### config.mk
export PLATFORM = sky130hd
export DESIGN_NAME = hpt_walker
export DESIGN_NICKNAME = d
export VERILOG_FILES = /design/src/rtl/ptw_pkg.sv /design/src/rtl/ptw_hash.sv /design/src/rtl/ptw_match.sv /design/src/rtl/ptw_ctrl.sv /design/src/rtl/hpt_walker.sv
export SDC_FILE = /design/constraint.sdc
export NUM_CORES = 1
export LEC_CHECK = 0
export BUFFER_PORTS_ARGS = -buffer_cell sky130_fd_sc_hd__buf_2
export CAP_MARGIN = 20
export CELL_PAD_IN_SITES_DETAIL_PLACEMENT = 0
export CELL_PAD_IN_SITES_GLOBAL_PLACEMENT = 1
export CORE_ASPECT_RATIO = 1.1
export CORE_MARGIN = 2
export CORE_UTILIZATION = 33
export CTS_CLUSTER_DIAMETER = 150
export CTS_CLUSTER_SIZE = 8
export DETAILED_ROUTE_END_ITERATION = 10
export GPL_TIMING_DRIVEN = 0
export PLACE_DENSITY = 0.77
export SLEW_MARGIN = 20
export SYNTH_ARGS = -nofsm -noshare
export SYNTH_HDL_FRONTEND = slang
export SYNTH_SLANG_ARGS = --single-unit
export TNS_END_PERCENT = 1
### constraint.sdc
create_clock -name clk_i -period 1.9 [get_ports clk_i]
set_clock_uncertainty 0.2 [all_clocks]
set_input_delay 0.285 -clock clk_i [delete_from_list [all_inputs] [get_ports clk_i]]
set_output_delay 0.285 -clock clk_i [all_outputs]
set_load 0.02 [all_outputs]
### src/rtl/ptw_pkg.sv
package ptw_pkg;
  localparam int unsigned ADDR_W  = 32;
  localparam int unsigned DATA_W  = 64;
  localparam int unsigned VSID_W  = 24;
  localparam int unsigned HASH_W  = 19;
  localparam int unsigned MASK_W  = 9;
  localparam int unsigned RPN_W   = 20;
  localparam int unsigned OFF_W   = 12;
  localparam int unsigned API_W   = 6;
  localparam int unsigned WIMG_W  = 4;
  localparam int unsigned PP_W    = 2;
  localparam int unsigned SLOTS   = 8;
  localparam int unsigned SLOT_W  = $clog2(SLOTS);
  localparam int unsigned ENT_B   = 3;
  localparam int unsigned GRP_LSB = SLOT_W + ENT_B;

  typedef struct packed {
    logic              v;
    logic [VSID_W-1:0] vsid;
    logic              h;
    logic [API_W-1:0]  api;
    logic [RPN_W-1:0]  rpn;
    logic [2:0]        rsv_a;
    logic              r;
    logic              c;
    logic [WIMG_W-1:0] wimg;
    logic              rsv_b;
    logic [PP_W-1:0]   pp;
  } pte_t;
endpackage

### src/rtl/ptw_hash.sv
module ptw_hash
  import ptw_pkg::*;
(
  input  logic [VSID_W-1:0] vsid_i,
  input  logic [ADDR_W-1:0] ea_i,
  input  logic [ADDR_W-1:0] sdr_i,
  input  logic              sec_i,
  output logic [ADDR_W-1:0] grp_o
);
  localparam int unsigned LO_W = HASH_W - MASK_W;

  logic [HASH_W-1:0] pri_hash;
  logic [HASH_W-1:0] hash;
  logic [MASK_W-1:0] mid;

  assign pri_hash = vsid_i[HASH_W-1:0] ^ {3'b000, ea_i[27:12]};
  assign hash     = sec_i ? ~pri_hash : pri_hash;
  // masked upper hash merged into the table origin
  assign mid      = (hash[HASH_W-1:LO_W] & sdr_i[MASK_W-1:0]) | sdr_i[24:16];
  assign grp_o    = {sdr_i[31:25], mid, hash[LO_W-1:0], {GRP_LSB{1'b0}}};

  logic unused_bits;
  assign unused_bits = ^{vsid_i[VSID_W-1:HASH_W], ea_i[31:28], ea_i[11:0], sdr_i[15:9]};
endmodule

### src/rtl/ptw_match.sv
module ptw_match
  import ptw_pkg::*;
(
  input  logic [DATA_W-1:0] data_i,
  input  logic [VSID_W-1:0] vsid_i,
  input  logic [API_W-1:0]  api_i,
  input  logic              sec_i,
  output logic              hit_o,
  output logic [RPN_W-1:0]  rpn_o,
  output logic [WIMG_W-1:0] wimg_o,
  output logic [PP_W-1:0]   pp_o
);
  pte_t ent;
  assign ent    = pte_t'(data_i);

  assign hit_o  = ent.v & (ent.h == sec_i) & (ent.vsid == vsid_i) & (ent.api == api_i);
  assign rpn_o  = ent.rpn;
  assign wimg_o = ent.wimg;
  assign pp_o   = ent.pp;

  logic unused_fields;
  assign unused_fields = ^{ent.rsv_a, ent.r, ent.c, ent.rsv_b};
endmodule

### src/rtl/ptw_ctrl.sv
module ptw_ctrl
  import ptw_pkg::*;
(
  input  logic              clk_i,
  input  logic              rst_ni,
  input  logic              start_i,
  input  logic              mem_ack_i,
  input  logic              ent_hit_i,
  output logic              accept_o,
  output logic              busy_o,
  output logic              sec_o,
  output logic [SLOT_W-1:0] slot_o,
  output logic              fin_o
);
  localparam logic [SLOT_W-1:0] LAST = SLOT_W'(SLOTS - 1);

  logic              busy_q;
  logic              sec_q;
  logic [SLOT_W-1:0] slot_q;
  logic              last_slot;

  assign last_slot = (slot_q == LAST);
  assign accept_o  = start_i & ~busy_q;
  assign fin_o     = busy_q & mem_ack_i & (ent_hit_i | (last_slot & sec_q));

  always_ff @(posedge clk_i or negedge rst_ni) begin
    if (!rst_ni) begin
      busy_q <= 1'b0;
      sec_q  <= 1'b0;
      slot_q <= '0;
    end else if (accept_o) begin
      busy_q <= 1'b1;
      sec_q  <= 1'b0;
      slot_q <= '0;
    end else if (busy_q && mem_ack_i) begin
      if (fin_o) begin
        busy_q <= 1'b0;
      end else if (last_slot) begin
        sec_q  <= 1'b1;   // retry with complemented hash
        slot_q <= '0;
      end else begin
        slot_q <= slot_q + 1'b1;
      end
    end
  end

  assign busy_o = busy_q;
  assign sec_o  = sec_q;
  assign slot_o = slot_q;

  p_ignore_start_r7: assert property (@(posedge clk_i) disable iff (!rst_ni)
    busy_q && start_i && !mem_ack_i |=> busy_q && $stable(slot_q) && $stable(sec_q));

  p_retry_after_last_r2: assert property (@(posedge clk_i) disable iff (!rst_ni)
    $rose(sec_q) |-> $past(slot_q) == LAST && slot_q == '0 && busy_q);

  p_slot_hold_r9: assert property (@(posedge clk_i) disable iff (!rst_ni)
    busy_q && !mem_ack_i |=> $stable(slot_q) && $stable(sec_q));
endmodule

### src/rtl/hpt_walker.sv
module hpt_walker
  import ptw_pkg::*;
(
  input  logic              clk_i,
  input  logic              rst_ni,
  input  logic              start_i,
  input  logic [VSID_W-1:0] vsid_i,
  input  logic [ADDR_W-1:0] ea_i,
  input  logic [ADDR_W-1:0] sdr_i,
  output logic              busy_o,
  output logic              mem_req_o,
  output logic [ADDR_W-1:0] mem_addr_o,
  input  logic              mem_ack_i,
  input  logic [DATA_W-1:0] mem_data_i,
  output logic              done_o,
  output logic              hit_o,
  output logic              fault_o,
  output logic [ADDR_W-1:0] ra_o,
  output logic [WIMG_W-1:0] wimg_o,
  output logic [PP_W-1:0]   pp_o
);
  logic              accept, busy, sec, fin, ent_hit;
  logic [SLOT_W-1:0] slot;
  logic [VSID_W-1:0] vsid_q;
  logic [ADDR_W-1:0] ea_q, sdr_q, grp;
  logic [RPN_W-1:0]  ent_rpn;
  logic [WIMG_W-1:0] ent_wimg;
  logic [PP_W-1:0]   ent_pp;

  always_ff @(posedge clk_i or negedge rst_ni) begin
    if (!rst_ni) begin
      vsid_q <= '0;
      ea_q   <= '0;
      sdr_q  <= '0;
    end else if (accept) begin
      vsid_q <= vsid_i;
      ea_q   <= ea_i;
      sdr_q  <= sdr_i;
    end
  end

  ptw_ctrl u_ctrl (
    .clk_i     (clk_i),
    .rst_ni    (rst_ni),
    .start_i   (start_i),
    .mem_ack_i (mem_ack_i),
    .ent_hit_i (ent_hit),
    .accept_o  (accept),
    .busy_o    (busy),
    .sec_o     (sec),
    .slot_o    (slot),
    .fin_o     (fin)
  );

  ptw_hash u_hash (
    .vsid_i (vsid_q),
    .ea_i   (ea_q),
    .sdr_i  (sdr_q),
    .sec_i  (sec),
    .grp_o  (grp)
  );

  ptw_match u_match (
    .data_i (mem_data_i),
    .vsid_i (vsid_q),
    .api_i  (ea_q[27:22]),
    .sec_i  (sec),
    .hit_o  (ent_hit),
    .rpn_o  (ent_rpn),
    .wimg_o (ent_wimg),
    .pp_o   (ent_pp)
  );

  assign mem_req_o  = busy;
  assign mem_addr_o = {grp[ADDR_W-1:GRP_LSB], slot, {ENT_B{1'b0}}};
  assign busy_o     = busy;

  logic              done_q, hit_q, fault_q;
  logic [ADDR_W-1:0] ra_q;
  logic [WIMG_W-1:0] wimg_q;
  logic [PP_W-1:0]   pp_q;

  always_ff @(posedge clk_i or negedge rst_ni) begin
    if (!rst_ni) begin
      done_q  <= 1'b0;
      hit_q   <= 1'b0;
      fault_q <= 1'b0;
      ra_q    <= '0;
      wimg_q  <= '0;
      pp_q    <= '0;
    end else begin
      done_q <= fin;
      if (fin) begin
        hit_q   <= ent_hit;
        fault_q <= ~ent_hit;
        ra_q    <= ent_hit ? {ent_rpn, ea_q[OFF_W-1:0]} : '0;
        wimg_q  <= ent_hit ? ent_wimg : '0;
        pp_q    <= ent_hit ? ent_pp : '0;
      end
    end
  end

  assign done_o  = done_q;
  assign hit_o   = hit_q;
  assign fault_o = fault_q;
  assign ra_o    = ra_q;
  assign wimg_o  = wimg_q;
  assign pp_o    = pp_q;

  p_req_hold_r9: assert property (@(posedge clk_i) disable iff (!rst_ni)
    mem_req_o && !mem_ack_i |=> mem_req_o && $stable(mem_addr_o));

  p_done_pulse_r6: assert property (@(posedge clk_i) disable iff (!rst_ni)
    done_o |=> !done_o);

  p_done_kind_r6: assert property (@(posedge clk_i) disable iff (!rst_ni)
    done_o |-> $onehot({hit_o, fault_o}));

  p_done_after_ack_r3: assert property (@(posedge clk_i) disable iff (!rst_ni)
    done_o |-> $past(mem_ack_i && mem_req_o));

  p_ra_offset_r5: assert property (@(posedge clk_i) disable iff (!rst_ni)
    done_o && hit_o |-> ra_o[OFF_W-1:0] == ea_q[OFF_W-1:0]);
endmodule

==> reports/results.tsv, run 1 <==
stage	metric	value	unit
die	die_height	140	um
clock_tree	clk_pin_slew	60	ps
timing	slew_headroom	0.615	
placed_design	dpl_cell_area	0.00690	sq mm
timing	post-route-min-period	2250	ps
global_routing	met2_usage_in_global_routing	0.339	
timing	final-setup-viol-count	63	
die	floorplan.die.width	127	um
worst_hold_path	hold_class	input pin to async pin	
die	io-pin-count	231	
timing	grt_setup_unrepaired	yes	
cells_and_area	layout_common_cells	197 x buf_2, 121 x dfrtp_1, 106 x dlygate4sd3_1	
setup_path	timing.critical_path.to_type	register	
synthesis	count_of_mapped_cells_out_of_synthesis	462	
setup_path	worstReg2RegStart	vsid_q[18]$_DFFE_PN0P_	
routing	vias	4698	
setup_path	setup.worst_path.start	vsid_q[18]$_DFFE_PN0P_	
setup_path	required_time_reported_for_the_critical_path_endpoint	2000	ps
routing	drt-wirelength-per-cell	16.0	um
routing	via_density_per_instance	4.56	
synthesis	yosys-top-cells-area	dfrtp_1 56%, mux2_2 16%, xnor2_1 6.3%, nand2_1 5.2%, xor2_1 4.1%	
outcome	failed_checks	setup timing	
routing	first_pass_iters	4	
cells_and_area	finalInstanceArea	0.00894	sq mm
setup_path	timing.critical_path.from_type	register	
setup_path	ff2ff_path_depth	9	
global_routing	grt.met3_usage	0.0657	
routing	drt_drc_violations_left	0	
routing	wirelength	16.5	mm
placed_design	dpl_worst_slack	-643	ps
pwr	powerDensity	1410	mW/mm^2
pwr	power.leakage	4.34	nW
clock_tree	ctsHtreeMaxLevel	4	
global_routing	grt_pass1_vias	5198	
setup_path	worstPathArrival	2350	ps
cells_and_area	drive_gt1_frac	0.464	
synthesis	synth_warnings	0	
timing	timing.final.hold_violations	0	
job	max_cap_violations	0	
pwr	vdd_ir_drop_max	1.12	mV
placed_design	gpl.final_weighted_congestion	0.778	
synthesis	synth_top_cell_area_share	0.557	
setup_path	slowest_delay	390	ps
clock_tree	clock_path_buffers	2	
synthesis	synth_sequential_area_ratio	0.557	
die	full_die_area	0.0178	sq mm
die	initial_core_util	0.338	
global_routing	grt_usage	0.191	
global_routing	global_route.usage.met1	0.215	
clock_tree	worstSkewPairLatency	410	ps
pwr	post-layout-total-power	12.6	mW
setup_path	crit_path_max_fanout	5	
clock_tree	cts-buffers-inserted	17	
global_routing	grt_busiest_layer	met2	
synthesis	syn-cell-area	0.00553	sq mm
timing	post_layout_worst_setup_margin	-348	ps
placed_design	dp_hpwl	11.1	mm
setup_path	critical_path_class	register to register	
timing	totalNegativeSetupSlack	-16250	ps
synthesis	post_synth_num_cell_types	31	
cells_and_area	area.growth.synth_to_final	61.7	%
clock_tree	clock-root-buffer	clkbuf_16	
timing	period_share	1.18	
placed_design	io_buffers	210	
synthesis	biggest_area_consumer_among_synthesized_cells	dfrtp_1	
synthesis	postSynthRegisterBits	123	
die	core_region_area	0.0164	sq mm
global_routing	grt_remaining_overflow	0	
clock_tree	cts_tree	done	
global_routing	grt_pass1_wl	26.4	mm
cells_and_area	finish.net_count	971	
timing	fmaxAchievable	0.445	GHz
cells_and_area	post-route-util	0.546	
setup_path	crit_chain	xor2_1 > nor4_1 > nand4_1 > nor4_4 > buf_4 > buf_8 > buf_12 > nor2_4 > a31o_2	
routing	drt.antenna.violating_nets	0	
global_routing	antenna_found_initial	0	
cells_and_area	antenna_diodes	0	
clock_tree	clock_sink_count	123	
routing	dr.first_iter.drc_count	116	
setup_path	crit_slowest_cell	dfrtp_1	
timing	worst_margin_pin_slew	578	ps
timing	slew_violations	0	
global_routing	grt_start_max_net_pins	65	
cells_and_area	layout.filler_cells	1369	
die	placementRows	49	
cells_and_area	layout.cells.most_common	buf_2	
outcome	outcome	complete, but fails checks	
synthesis	synthesis.area_per_instance	12.0	sq um
-- cell type report --
class,count,area [sq um],area share
Tap cell,204,255,0.0286
Multi-Input combinational cell,303,2340,0.261
Clock inverter,7,113,0.0126
Clock buffer,25,485,0.0543
Inverter,2,7.51,0.000840
Sequential cell,123,3080,0.345
Buffer,35,309,0.0346
Timing Repair Buffer,331,2350,0.263
-- what timing repair did --
action	4_1_cts	5_1_grt
gates resized for setup	67	21
gates cloned	2	0
setup endpoints to repair	142	81
hold endpoints to repair	164	0
hold buffers	106	0
pin swaps	18	7
buffers inserted	12	0
-- state kept, by name (all words and copies together) (netlist names) --
register / flops
done_o: 1
fault_o: 1
vsid_q: 24
sdr_q: 25
ea_q: 28
u_ctrl.slot_o: 3
u_ctrl.sec_o: 1
wimg_o: 4
pp_o: 2
hit_o: 1
u_ctrl.busy_o: 1
ra_o: 32
-- per-stage QoR --
stage / std cells / hold WS [ps]
after global routing: 1030 / 265
after detailed placement: 879 / 95.4
after global placement: 878 / 254
after floorplan: 464 / -211
after CTS: 1030 / 226
final: 1030 / 223
-- layer usage --
metal,vias up,share of wire
met5,-,0
met4,0,0.017
met3,20,0.067
met2,173,0.52
met1,2258,0.40
li1,2247,-
-- cells in the mapped netlist, drive strengths merged --
cell type / n
nor2: 4
xnor2: 40
conb: 1
nand3b: 1
clkbuf: 14
o31a: 3
and3: 1
ha: 2
nand4: 3
a21o: 10
inv: 2
nor4: 7
o21ai: 40
dfrtp: 123
nand2: 77
o21a: 1
buf: 22
and2: 1
mux2: 77
nand3: 3
xor2: 26
a31o: 2
a21oi: 1
nor2b: 1
-- path summary, 6_finish.rpt --
kind                                                 to  slack, ps
max                        u_ctrl.slot_o[1]$_DFFE_PN0P_       -350
min                                sdr_q[2]$_DFFE_PN0P_        220
max reg2reg                u_ctrl.slot_o[1]$_DFFE_PN0P_       -350
min reg2reg                           hit_o$_DFFE_PN0P_        280
max in group asynchronous      u_ctrl.sec_o$_DFFE_PN0P_        550
min in group clk_i             u_ctrl.sec_o$_DFFE_PN0P_        260
-- critical path: cells and delay by family, from the launching register on --
family / cells / cell delay (ps)
flops: 1 / 390
buf+inv: 3 / 430
compound gates: 1 / 200
simple gates: 4 / 750
xor+xnor: 1 / 170
-- where the power goes --
part	leakage (nW)	switching [mW]	internal, mW	total (mW)
logic	2.48	2.36	2.80	5.16
registers	1.57	0.693	3.49	4.18
clock network	0.291	1.13	2.16	3.30
total	4.34	4.18	8.45	12.6
-- cell families (layout without fill, tap and decap cells) --
kind of cell,count (synthesis),in the layout,share of synthesized area
AO/OA/AOI/OAI,57,57,0.0600
adder cells (fa/ha/maj),2,2,0.00453
multiplexers,77,77,0.157
AND/OR/NAND/NOR,98,98,0.0754
other,1,3,0.000678
flip-flops,123,123,0.557
XOR/XNOR,66,66,0.105
buffers and inverters,38,400,0.0412
No activity file was read; power rests on OpenSTA's default activity.
==> run 2, diff against run 1 <==
--- a/config.mk
+++ b/config.mk
@@ -5,18 +5,18 @@
 export SDC_FILE = /design/constraint.sdc
 export NUM_CORES = 1
 export LEC_CHECK = 0
+export ABC_AREA = 1
 export BUFFER_PORTS_ARGS = -buffer_cell sky130_fd_sc_hd__buf_2
 export CAP_MARGIN = 20
 export CELL_PAD_IN_SITES_DETAIL_PLACEMENT = 0
 export CELL_PAD_IN_SITES_GLOBAL_PLACEMENT = 1
 export CORE_ASPECT_RATIO = 1.1
 export CORE_MARGIN = 2
-export CORE_UTILIZATION = 33
+export CORE_UTILIZATION = 35
 export CTS_CLUSTER_DIAMETER = 150
-export CTS_CLUSTER_SIZE = 8
 export DETAILED_ROUTE_END_ITERATION = 10
 export GPL_TIMING_DRIVEN = 0
-export PLACE_DENSITY = 0.77
+export PLACE_DENSITY = 0.82
 export SLEW_MARGIN = 20
 export SYNTH_ARGS = -nofsm -noshare
 export SYNTH_HDL_FRONTEND = slang
==> constraint.sdc (replaced) <==
create_clock -name clk_i -period 2.8 [get_ports clk_i]
set_clock_uncertainty 0.2 [all_clocks]
set_input_delay 0.42 -clock clk_i [delete_from_list [all_inputs] [get_ports clk_i]]
set_output_delay 0.42 -clock clk_i [all_outputs]
set_load 0.02 [all_outputs]
==> reports/results.tsv, run 2 <==
stage	metric	value	unit
outcome	outcome	finished, final reports clean	
clock_tree	number_of_buffers_inserted_by_hold_repair_at_cts	25	
worst_hold_path	number_of_cells_on_the_worst_hold_path	3	
timing	post_layout_worst_setup_margin	257	ps
timing	slew_headroom	0.548	
routing	via_density_per_instance	4.52	
synthesis	biggest_area_consumer_among_synthesized_cells	dfrtp_1	
cells_and_area	finish.net_count	1164	
die	core_region_area	0.0164	sq mm
setup_path	crit_chain	buf_2 > xor2_1 > nor2_1 > o21bai_1 > buf_2	
routing	wirelength	17.7	mm
placed_design	io_buffers	210	
die	die_height	140	um
cells_and_area	drive_gt1_frac	0.269	
cells_and_area	layout_common_cells	333 x nand2_1, 218 x buf_2, 123 x dfrtp_1	
placed_design	dpl_worst_slack	364	ps
synthesis	synth_edf_count	0	
setup_path	critical_path_cell_count	5	
setup_path	crit_path_max_fanout	10	
setup_path	worstPathArrival	1920	ps
routing	drt.antenna.violating_nets	0	
global_routing	grt_remaining_overflow	0	
pwr	vdd_ir_drop_max	0.558	mV
synthesis	synth_top_cell_area_share	0.523	
placed_design	gpl.final_weighted_congestion	0.831	
global_routing	grt_pass1_vias	5245	
setup_path	required_time_reported_for_the_critical_path_endpoint	2180	ps
synthesis	count_of_mapped_cells_out_of_synthesis	749	
die	initial_core_util	0.358	
clock_tree	ctsHtreeMaxLevel	4	
cells_and_area	final_cell_count_no_fill	1225	
placed_design	placed_instance_count	1166	
job	max_cap_violations	0	
synthesis	yosys-top-cells-area	dfrtp_1 52%, nand2_1 21%, nand3_1 6.7%, inv_1 3.8%, xnor2_1 2.7%	
synthesis	post_synth_num_cell_types	24	
clock_tree	cts-buffers-inserted	17	
setup_path	critPathBufInv	2	
setup_path	timing.critical_path.from_type	register	
timing	slew_violations	0	
timing	period_share	0.908	
clock_tree	cts_post_setup_buffers_inserted	0	
pwr	powerDensity	991	mW/mm^2
timing	fmaxAchievable	0.393	GHz
timing	timing.final.hold_violations	0	
clock_tree	clock-root-buffer	clkbuf_16	
timing	totalNegativeSetupSlack	0	ps
placed_design	dp_hpwl	13.0	mm
setup_path	most_common_cell_type_on_the_critical_path	buf_2	
timing	worst_margin_pin_slew	678	ps
global_routing	grt_pass1_wl	27.6	mm
die	floorplan.die.width	128	um
cells_and_area	largest_reg_flops	32	
worst_hold_path	hold_class	input pin to register	
synthesis	ys_async_sr_fraction	1.00	
routing	drt_drc_violations_left	0	
pwr	power.leakage	4.66	nW
clock_tree	clock_path_buffers	2	
pwr	post-layout-total-power	8.02	mW
die	placementRows	49	
synthesis	syn-cell-area	0.00588	sq mm
clock_tree	cts.repair.resized	0	
synthesis	synthesis.area_per_instance	7.85	sq um
routing	drt-wirelength-per-cell	14.5	um
setup_path	timing.critical_path.to_type	primary output	
cells_and_area	layout.cells.most_common	nand2_1	
global_routing	grt_start_max_net_pins	71	
timing	hold-worst-slack	9.95	ps
global_routing	antenna_found_initial	6	
setup_path	slowest_delay	440	ps
setup_path	crit_slowest_cell	dfrtp_1	
die	io-pin-count	231	
cells_and_area	area.growth.synth_to_final	37.6	%
clock_tree	worstSkewPairLatency	410	ps
clock_tree	clock_sink_count	123	
synthesis	yosys-top-cells-count	333 x nand2_1, 123 x dfrtp_1, 79 x nand3_1, 60 x inv_1	
routing	first_pass_iters	4	
routing	dr.first_iter.drc_count	292	
placed_design	dpl_cell_area	0.00723	sq mm
synthesis	postSynthRegisterBits	123	
timing	grt_setup_unrepaired	no	
clock_tree	cts_tree	done	
cells_and_area	post-route-util	0.493	
setup_path	ff2ff_path_depth	9	
timing	post-route-min-period	2540	ps
routing	vias	5536	
die	full_die_area	0.0179	sq mm
setup_path	cp_top_family	buffers and inverters	
setup_path	critical_path_class	register to primary output	
synthesis	flip_flop_cell_with_the_highest_count_after_synthesis	dfrtp_1	
clock_tree	clk_pin_slew	50	ps
cells_and_area	finalInstanceArea	0.00810	sq mm
synthesis	synth_sequential_area_ratio	0.523	
synthesis	synth_warnings	0	
global_routing	grt_usage	0.200	
timing	final-setup-viol-count	0	
synthesis	synthMostInstantiatedCell	nand2_1	
## run 2: final timing paths
kind                            slack (ps)                      to                      from
worst max-delay path                   260          mem_addr_o[18]  u_ctrl.sec_o$_DFFE_PN0P_
worst min-delay path                    10     ea_q[4]$_DFFE_PN0P_                   ea_i[4]
worst max register to register         520    ra_o[29]$_DFFE_PN0P_    vsid_q[21]$_DFFE_PN0P_
worst min register to register         260   sdr_q[19]$_DFFE_PN0P_     sdr_q[19]$_DFFE_PN0P_
max in group asynchronous             1350     ra_o[5]$_DFFE_PN0P_                    rst_ni
min in group asynchronous              370  vsid_q[21]$_DFFE_PN0P_                    rst_ni
## run 2: kinds of logic after synthesis
group                    count (synthesis)  share of synthesized area
AND/OR/NAND/NOR                        444                      0.304
flip-flops                             123                      0.523
buffers and inverters                  110                     0.0823
AO/OA/AOI/OAI                           35                     0.0349
XOR/XNOR                                34                     0.0506
adder cells (fa/ha/maj)                  2                    0.00425
other                                    1                   0.000637
## run 2: worst reg2reg max path, stage by stage (launching register included)
cell and delay (ps):
dfrtp_1 400, xnor2_1 290, nand2_1 80, nor2_1 190, nand2_1 80, nor2_1 320, buf_4 260, buf_4 190
nand3_1 120, nand2_1 90
## run 2: report_power, final
group	leakage, nW	internal (mW)	switching, mW
combinational	2.78	1.16	1.79
clock	0.296	1.47	0.774
sequential	1.58	2.38	0.455
## run 2: final cells by class
type	instances	area, sq um
fillers	1657	8340
flip-flops and latches	123	3080
multi-input cells	518	2330
repair buffers	236	1340
clock buffers	21	480
well taps	204	255
plain buffers	46	244
inverters	64	240
clock inverters	8	118
diodes	5	12.5
## run 2: per-layer routing
metal  vias up  wire, um  part of all wire  track usage
li1       2826         -                 -            -
met4         2       406             0.023       0.0723
met1      2510      8010              0.45        0.265
met2       171      8220              0.46        0.318
met3        27      1060             0.060       0.0519
met5         -         7           0.00040            0
